$ cat src/rtl/ham_pkg.sv
package ham_pkg;
  localparam int MAX_POS = 256;

  // smallest r with 2^r >= data bits + r + 1
  function automatic int chk_bits(input int dw);
    int r;
    r = 0;
    while ((1 << r) < dw + r + 1) r++;
    return r;
  endfunction

  function automatic bit is_pow2(input int p);
    return (p > 0) && ((p & (p - 1)) == 0);
  endfunction

  // 1-based codeword position of data bit i
  function automatic int data_pos(input int i);
    int cnt;
    int pos;
    cnt = 0;
    pos = 0;
    for (int p = 1; p < MAX_POS; p++) begin
      if (!is_pow2(p)) begin
        if (cnt == i && pos == 0) pos = p;
        cnt++;
      end
    end
    return pos;
  endfunction

  // codeword positions covered by syndrome bit j
  function automatic logic [MAX_POS-1:0] syn_cover(input int j, input int cw_w);
    logic [MAX_POS-1:0] m;
    m = '0;
    for (int p = 1; p <= cw_w; p++)
      if (((p >> j) & 1) == 1) m[p-1] = 1'b1;
    return m;
  endfunction

  // data bits covered by check bit j
  function automatic logic [MAX_POS-1:0] data_cover(input int j, input int dw);
    logic [MAX_POS-1:0] m;
    m = '0;
    for (int i = 0; i < dw; i++)
      if (((data_pos(i) >> j) & 1) == 1) m[i] = 1'b1;
    return m;
  endfunction
endpackage

$ cat src/rtl/ham_enc.sv
module ham_enc
  import ham_pkg::*;
#(
  parameter int DATA_W = 8,
  parameter int CHK_W  = 4,
  parameter int CW_W   = 12
) (
  input  logic [DATA_W-1:0] data_i,
  output logic [CW_W-1:0]   cw_o
);
  for (genvar i = 0; i < DATA_W; i++) begin : g_data
    assign cw_o[data_pos(i)-1] = data_i[i];
  end

  for (genvar j = 0; j < CHK_W; j++) begin : g_chk
    localparam logic [MAX_POS-1:0] COVER = data_cover(j, DATA_W);
    assign cw_o[(1 << j) - 1] = ^(data_i & COVER[DATA_W-1:0]);
  end
endmodule

$ cat src/rtl/ham_fault_mux.sv
module ham_fault_mux #(
  parameter int CW_W = 12
) (
  input  logic            sel_i,
  input  logic [CW_W-1:0] cw_i,
  input  logic [CW_W-1:0] mask_i,
  output logic [CW_W-1:0] cw_o
);
  logic [CW_W-1:0] bad_cw;

  assign bad_cw = cw_i ^ mask_i;
  assign cw_o   = sel_i ? bad_cw : cw_i;
endmodule

$ cat src/rtl/ham_dec.sv
module ham_dec
  import ham_pkg::*;
#(
  parameter int DATA_W = 8,
  parameter int CHK_W  = 4,
  parameter int CW_W   = 12
) (
  input  logic [CW_W-1:0]   cw_i,
  output logic [DATA_W-1:0] data_o,
  output logic [CHK_W-1:0]  syn_o,
  output logic              err_o,
  output logic              uncorr_o
);
  logic [CW_W-1:0] flip;
  logic [CW_W-1:0] fixed_cw;

  for (genvar j = 0; j < CHK_W; j++) begin : g_syn
    localparam logic [MAX_POS-1:0] COVER = syn_cover(j, CW_W);
    assign syn_o[j] = ^(cw_i & COVER[CW_W-1:0]);
  end

  // syndrome selects the position to invert; out-of-range values select none
  for (genvar p = 1; p <= CW_W; p++) begin : g_flip
    assign flip[p-1] = (syn_o == CHK_W'(p));
  end

  assign fixed_cw = cw_i ^ flip;

  for (genvar i = 0; i < DATA_W; i++) begin : g_out
    assign data_o[i] = fixed_cw[data_pos(i)-1];
  end

  assign err_o    = |syn_o;
  assign uncorr_o = (syn_o > CHK_W'(CW_W));
endmodule

$ cat src/rtl/ham_out_reg.sv
module ham_out_reg #(
  parameter int W       = 14,
  parameter bit REG_OUT = 1'b1
) (
  input  logic         clk_i,
  input  logic         rst_ni,
  input  logic         load_i,
  input  logic [W-1:0] d_i,
  output logic [W-1:0] q_o
);
  if (REG_OUT) begin : g_reg
    logic [W-1:0] q_r;
    always_ff @(posedge clk_i or negedge rst_ni) begin
      if (!rst_ni)     q_r <= '0;
      else if (load_i) q_r <= d_i;
    end
    assign q_o = q_r;
  end else begin : g_comb
    assign q_o = d_i;
  end
endmodule

$ cat src/rtl/ham_ecc_path.sv
module ham_ecc_path
  import ham_pkg::*;
#(
  parameter int DATA_W  = 8,
  parameter bit REG_OUT = 1'b1,
  localparam int CHK_W  = chk_bits(DATA_W),
  localparam int CW_W   = DATA_W + CHK_W
) (
  input  logic              clk_i,
  input  logic              rst_ni,
  input  logic              valid_i,
  input  logic [DATA_W-1:0] data_i,
  input  logic              fault_sel_i,
  input  logic [CW_W-1:0]   fault_mask_i,
  output logic [DATA_W-1:0] data_o,
  output logic [CHK_W-1:0]  syndrome_o,
  output logic              err_o,
  output logic              uncorr_o
);
  localparam int PACK_W = DATA_W + CHK_W + 2;

  logic [CW_W-1:0]   tx_cw;
  logic [CW_W-1:0]   rx_cw;
  logic [DATA_W-1:0] dec_data;
  logic [CHK_W-1:0]  dec_syn;
  logic              dec_err;
  logic              dec_unc;
  logic [PACK_W-1:0] pack_d;
  logic [PACK_W-1:0] pack_q;

  ham_enc #(.DATA_W(DATA_W), .CHK_W(CHK_W), .CW_W(CW_W)) u_enc (
    .data_i (data_i),
    .cw_o   (tx_cw)
  );

  ham_fault_mux #(.CW_W(CW_W)) u_fault (
    .sel_i  (fault_sel_i),
    .cw_i   (tx_cw),
    .mask_i (fault_mask_i),
    .cw_o   (rx_cw)
  );

  ham_dec #(.DATA_W(DATA_W), .CHK_W(CHK_W), .CW_W(CW_W)) u_dec (
    .cw_i     (rx_cw),
    .data_o   (dec_data),
    .syn_o    (dec_syn),
    .err_o    (dec_err),
    .uncorr_o (dec_unc)
  );

  assign pack_d = {dec_data, dec_syn, dec_err, dec_unc};

  ham_out_reg #(.W(PACK_W), .REG_OUT(REG_OUT)) u_oreg (
    .clk_i  (clk_i),
    .rst_ni (rst_ni),
    .load_i (valid_i),
    .d_i    (pack_d),
    .q_o    (pack_q)
  );

  assign {data_o, syndrome_o, err_o, uncorr_o} = pack_q;
endmodule

$ cat config.mk
export PLATFORM = sky130hd
export DESIGN_NAME = ham_ecc_path
export DESIGN_NICKNAME = d
export VERILOG_FILES = /design/src/rtl/ham_pkg.sv /design/src/rtl/ham_enc.sv /design/src/rtl/ham_fault_mux.sv /design/src/rtl/ham_dec.sv /design/src/rtl/ham_out_reg.sv /design/src/rtl/ham_ecc_path.sv
export SDC_FILE = /design/constraint.sdc
export NUM_CORES = 1
export LEC_CHECK = 0
export BUFFER_PORTS_ARGS = -buffer_cell sky130_fd_sc_hd__clkbuf_2
export CORE_ASPECT_RATIO = 0.9
export CORE_MARGIN = 2
export CORE_UTILIZATION = 52
export CTS_BUF_LIST = sky130_fd_sc_hd__clkbuf_8
export CTS_CLUSTER_DIAMETER = 100
export CTS_CLUSTER_SIZE = 10
export DETAILED_ROUTE_END_ITERATION = 16
export PLACE_DENSITY = 0.94
export RECOVER_POWER = 25
export SLEW_MARGIN = 10
export SYNTH_ARGS = -nofsm -noshare
export SYNTH_HDL_FRONTEND = slang
export SYNTH_SLANG_ARGS = --single-unit
export TNS_END_PERCENT = 20
$ cat constraint.sdc
create_clock -name clk_i -period 0.89 [get_ports clk_i]
set_input_delay 0.178 -clock clk_i [delete_from_list [all_inputs] [get_ports clk_i]]
set_output_delay 0.178 -clock clk_i [all_outputs]
set_load 0.05 [all_outputs]
==> results of run 1 <==
==> repair_timing <==
action                                  CTS
gates resized for setup                  40
pin swaps                                 1
endpoints found under the setup margin   28
endpoints found under the hold margin    14
hold buffers                              1
==> kinds of logic after synthesis <==
kind of cell / after synthesis
xor+xnor: 27
compound gates: 31
flops: 14
buf+inv: 17
mux: 2
simple gates: 35
==> stage by stage <==
step | hold WS (ns) | setup TNS [ns] | util [%] | instance area (µm²)
after floorplan | -0.118 | -7.65 | - | 1140
after global placement | 0.0937 | -10.11 | 76.9 | 1530
after detailed placement | 0.101 | -10.91 | 76.9 | 1530
after CTS | 0.282 | -8.44 | 90.4 | 1800
==> impl_metrics.tcl, run 1 <==
set metrics [dict create \
    io_pins 38 \
    grt_max_degree 19 \
    synth_area_mm2 0.00113 \
    haltStage "5_1_grt" \
    dp_hpwl_um 2480 \
    syn-num-nets 150 \
    async_reset_ff_share_pct 100 \
    status "aborted with a tool error" \
    die_w_um 53.1 \
    ys.warnings.count 0 \
    ys_types 30 \
    ys_seq_elements 14 \
    synth_xor_area_share_pct 25.0 \
    synth_top_family_by_area "XOR/XNOR gates" \
    synth_top_area_cell "dfrtp_1" \
    synth_fa_ha_area_share_pct 0 \
    avgSynthCellArea_um2 8.95 \
    fp.dieH_um 48.2 \
    ys_top_cells_by_count "xnor2_1, nand2_1, dfrtp_1" \
    synth_top_cell_area_share_pct 31.1 \
    start_util_pct 56.7 \
    cts-root-buf "clkbuf_8" \
    synth_ff_type "dfrtp_1" \
    crit_endpoint "u_oreg.q_o[12]$_DFFE_PN0P_/D" \
    cts-buffers-inserted 3 \
    routabilityCongestion 0.871 \
    cts_setup_buffers 0 \
    synth.most_common_cell "xnor2_1" \
    seq_area_frac_synth_pct 31.1 \
    placementRows 15 \
    dp_cells 209 \
    synth-edff-count 0 \
    synthTopCellsByArea "dfrtp_1, xnor2_1, a2111o_1" \
    clock-sinks 14 \
    clk_path_buf_depth 2 \
    htree_num_levels 1 \
    place_worst_setup_slack_ns -0.926 \
    port_buffers 37 \
    syn_inst 126 \
    synth_mux_area_share_pct 2.00 \
    worst_endpoint_kind "register input" \
    yosys.area_share.simple_pct 13.7 \
    first-error "[ERROR DPL-0038] Utilization greater than 100%, impossible to legalize" \
    synth-compound-area-share_pct 22.5 \
]
==> run 2: changes to the inputs <==
CORE_AREA = 2 2 63 65   (was default)
CORE_ASPECT_RATIO = default   (was 0.9)
CORE_MARGIN = default   (was 2)
CORE_UTILIZATION = default   (was 52)
CTS_BUF_LIST = default   (was sky130_fd_sc_hd__clkbuf_8)
CTS_CLUSTER_DIAMETER = default   (was 100)
CTS_CLUSTER_SIZE = default   (was 10)
DIE_AREA = 0 0 65 67   (was default)
PLACE_DENSITY = default   (was 0.94)
PLACE_DENSITY_LB_ADDON = 0.15   (was default)
==> impl_metrics.tcl, run 2 <==
set metrics [dict create \
    status "complete, but fails checks" \
    violations "negative setup slack" \
    area_growth_pct 92.7 \
    holdPathEnd "u_oreg.q_o[3]" \
    drtPass1Iterations 4 \
    drt-wirelength-per-cell_um 14.0 \
    cts_tree "done" \
    clk_latency_ns 0.25 \
    grtUsageTotal_pct 17.8 \
    totalWireLength_um 3480 \
    htree_num_levels 1 \
    worstPathMaxFanout 6 \
    ys_types 30 \
    leakage_nw 0.961 \
    ys_top_cells_by_count "xnor2_1, nand2_1, dfrtp_1" \
    start_util_pct 31.3 \
    synth-edff-count 0 \
    synth-compound-area-share_pct 22.5 \
    place_area_mm2 0.00159 \
    syn_inst 126 \
    antenna_found_initial 0 \
    routabilityCongestion 0.820 \
    dieArea_mm2 0.00436 \
    synth_top_family_by_area "XOR/XNOR gates" \
    critPathKind "primary input to flip-flop" \
    fin_ws_ns -0.685 \
    max_freq_mhz 635 \
    dp_cells 235 \
    port_buffers 37 \
    async_reset_ff_share_pct 100 \
    placementRows 22 \
    p_per_area_mw_per_mm2 1620 \
    overflow 0 \
    reg2reg_slack_ns 0.02 \
    synth_top_cell_area_share_pct 31.1 \
    r2r_cells 1 \
    synthTopCellsByArea "dfrtp_1, xnor2_1, a2111o_1" \
    min-delay-path-class "primary input to flip-flop" \
    worstReg2RegStart "u_oreg.q_o[13]" \
    r2r_end "u_oreg.q_o[13]" \
    min_period_over_period_pct 177 \
    num_vias 1216 \
    rsz0062_at_grt "true" \
    dr.first_iter.drc_count 59 \
    ys_seq_elements 14 \
    ys.warnings.count 0 \
    fin_skew_ns 0 \
    yosys.area_share.simple_pct 13.7 \
    ir_drop_mv 0.689 \
    max-slew-margin-rel_pct 70.5 \
    drive_gt1_share_pct 54.7 \
    design_area_mm2 0.00217 \
    final_cell_mix "buf_4, nand2_1, clkbuf_2, buf_8, dfrtp_1" \
    syn-num-nets 150 \
    hold_violations 0 \
    grt_pass1_wl_um 5930 \
    final_common_cell "buf_4" \
    hp-start "valid_i" \
    via_per_inst 4.88 \
    diodes 0 \
    synth_ff_type "dfrtp_1" \
    avgSynthCellArea_um2 8.95 \
    grt_max_degree 16 \
    finalNonFillerCells 249 \
    io_pins 38 \
    fp.dieH_um 67 \
    worst_pin_slew_ns 0.440 \
    clock-sinks 14 \
    clkTransAtPathRegs_ns 0.06 \
    setup-violations-final 28 \
    worstHoldPathCells 3 \
    tns_ns -8.14 \
    maxCapViolCount 0 \
    cts-buffers-inserted 3 \
    seq_area_frac_synth_pct 31.1 \
    cp.arrival_ns 1.74 \
    dp_hpwl_um 2530 \
    slew_viol_final 0 \
    synth_top_area_cell "dfrtp_1" \
    synth_area_mm2 0.00113 \
    synth_fa_ha_area_share_pct 0 \
    antenna_left 0 \
    end_kind "flip-flop" \
    grt_pass1_vias 1299 \
    worst_setup_path_start_kind "primary input" \
    fin_crit_ns 1.57 \
    die_w_um 65 \
    largest_reg_flops 14 \
    core-area_mm2 0.00361 \
    synth_xor_area_share_pct 25.0 \
    fin_nets 226 \
    route.detailed.drc 0 \
    required_ns 1.05 \
    synth_mux_area_share_pct 2.00 \
    cts-root-buf "clkbuf_8" \
    clk_path_buf_depth 2 \
    synth.most_common_cell "xnor2_1" \
]
run 2: cell counts after synthesis:
Identical to the previous run, type by type.
run 2: power breakdown:
part	switching [mW]	internal, mW	total (mW)
Sequential	0.0931	0.739	0.832
Clock	0.246	0.392	0.638
Combinational	1.04	1.01	2.05
Total	1.38	2.14	3.52
run 2: timing repair:
action / in CTS / in global routing
hold endpoints to repair: 14 / 0
endpoints found under the setup margin: 28 / 28
buffers inserted: 6 / 3
pin swaps: 15 / 9
cloned: 0 / 0
gates resized for setup: 56 / 35
hold buffers: 1 / 0
run 2: critical path, cell delays in order:
cell,delay [ns]
buf_8,0.07
xnor3_2,0.46
xnor2_4,0.18
or3_4,0.42
a2111o_1,0.37
o221ai_2,0.06
run 2: layer usage:
layer,vias up,GRT usage [%],routed length (µm)
met5,-,0,0
met4,0,6.38,33
met3,2,1.52,144
met2,31,32.5,1830
met1,577,21.9,1470
li1,606,-,-
run 2: per-stage QoR:
stage          power (mW)  util, %  hold slack (ns)  worst slack, ns
2_1_floorplan        1.73        -           -0.118           -0.777
3_3_place_gp         2.22     44.2            0.102           -0.889
3_5_place_dp         2.25     44.2            0.115           -0.975
4_1_cts              3.27     55.7            0.305           -0.643
5_1_grt              3.71     60.2            0.335           -0.729
6_report             3.52     60.2            0.303           -0.685
run 2: final cells by class:
class	instances	area, µm²
Multi-Input combinational cell	95	938
Sequential cell	14	350
Fill cell	308	1430
Clock buffer	4	55.1
Tap cell	48	60.1
Inverter	11	41.3
Timing Repair Buffer	77	727
run 2: cells by family after synthesis:
| family | Yosys count |
|---|---|
| mux | 2 |
| simple gates | 35 |
| flops | 14 |
| xor+xnor | 27 |
| buf+inv | 17 |
| compound gates | 31 |
run 2: worst max-delay path by stage:
stage	from	to	slack, ns
floorplan	fault_mask_i[3]	u_oreg.q_o[10]	-0.78
global placement	fault_mask_i[11]	u_oreg.q_o[10]	-0.89
detailed placement	fault_mask_i[11]	u_oreg.q_o[8]	-0.98
CTS	fault_mask_i[11]	u_oreg.q_o[6]	-0.64
global route	fault_mask_i[10]	u_oreg.q_o[10]	-0.73
finish	fault_mask_i[10]	u_oreg.q_o[10]	-0.68
Note: power is estimated with default switching activity, not from simulation.
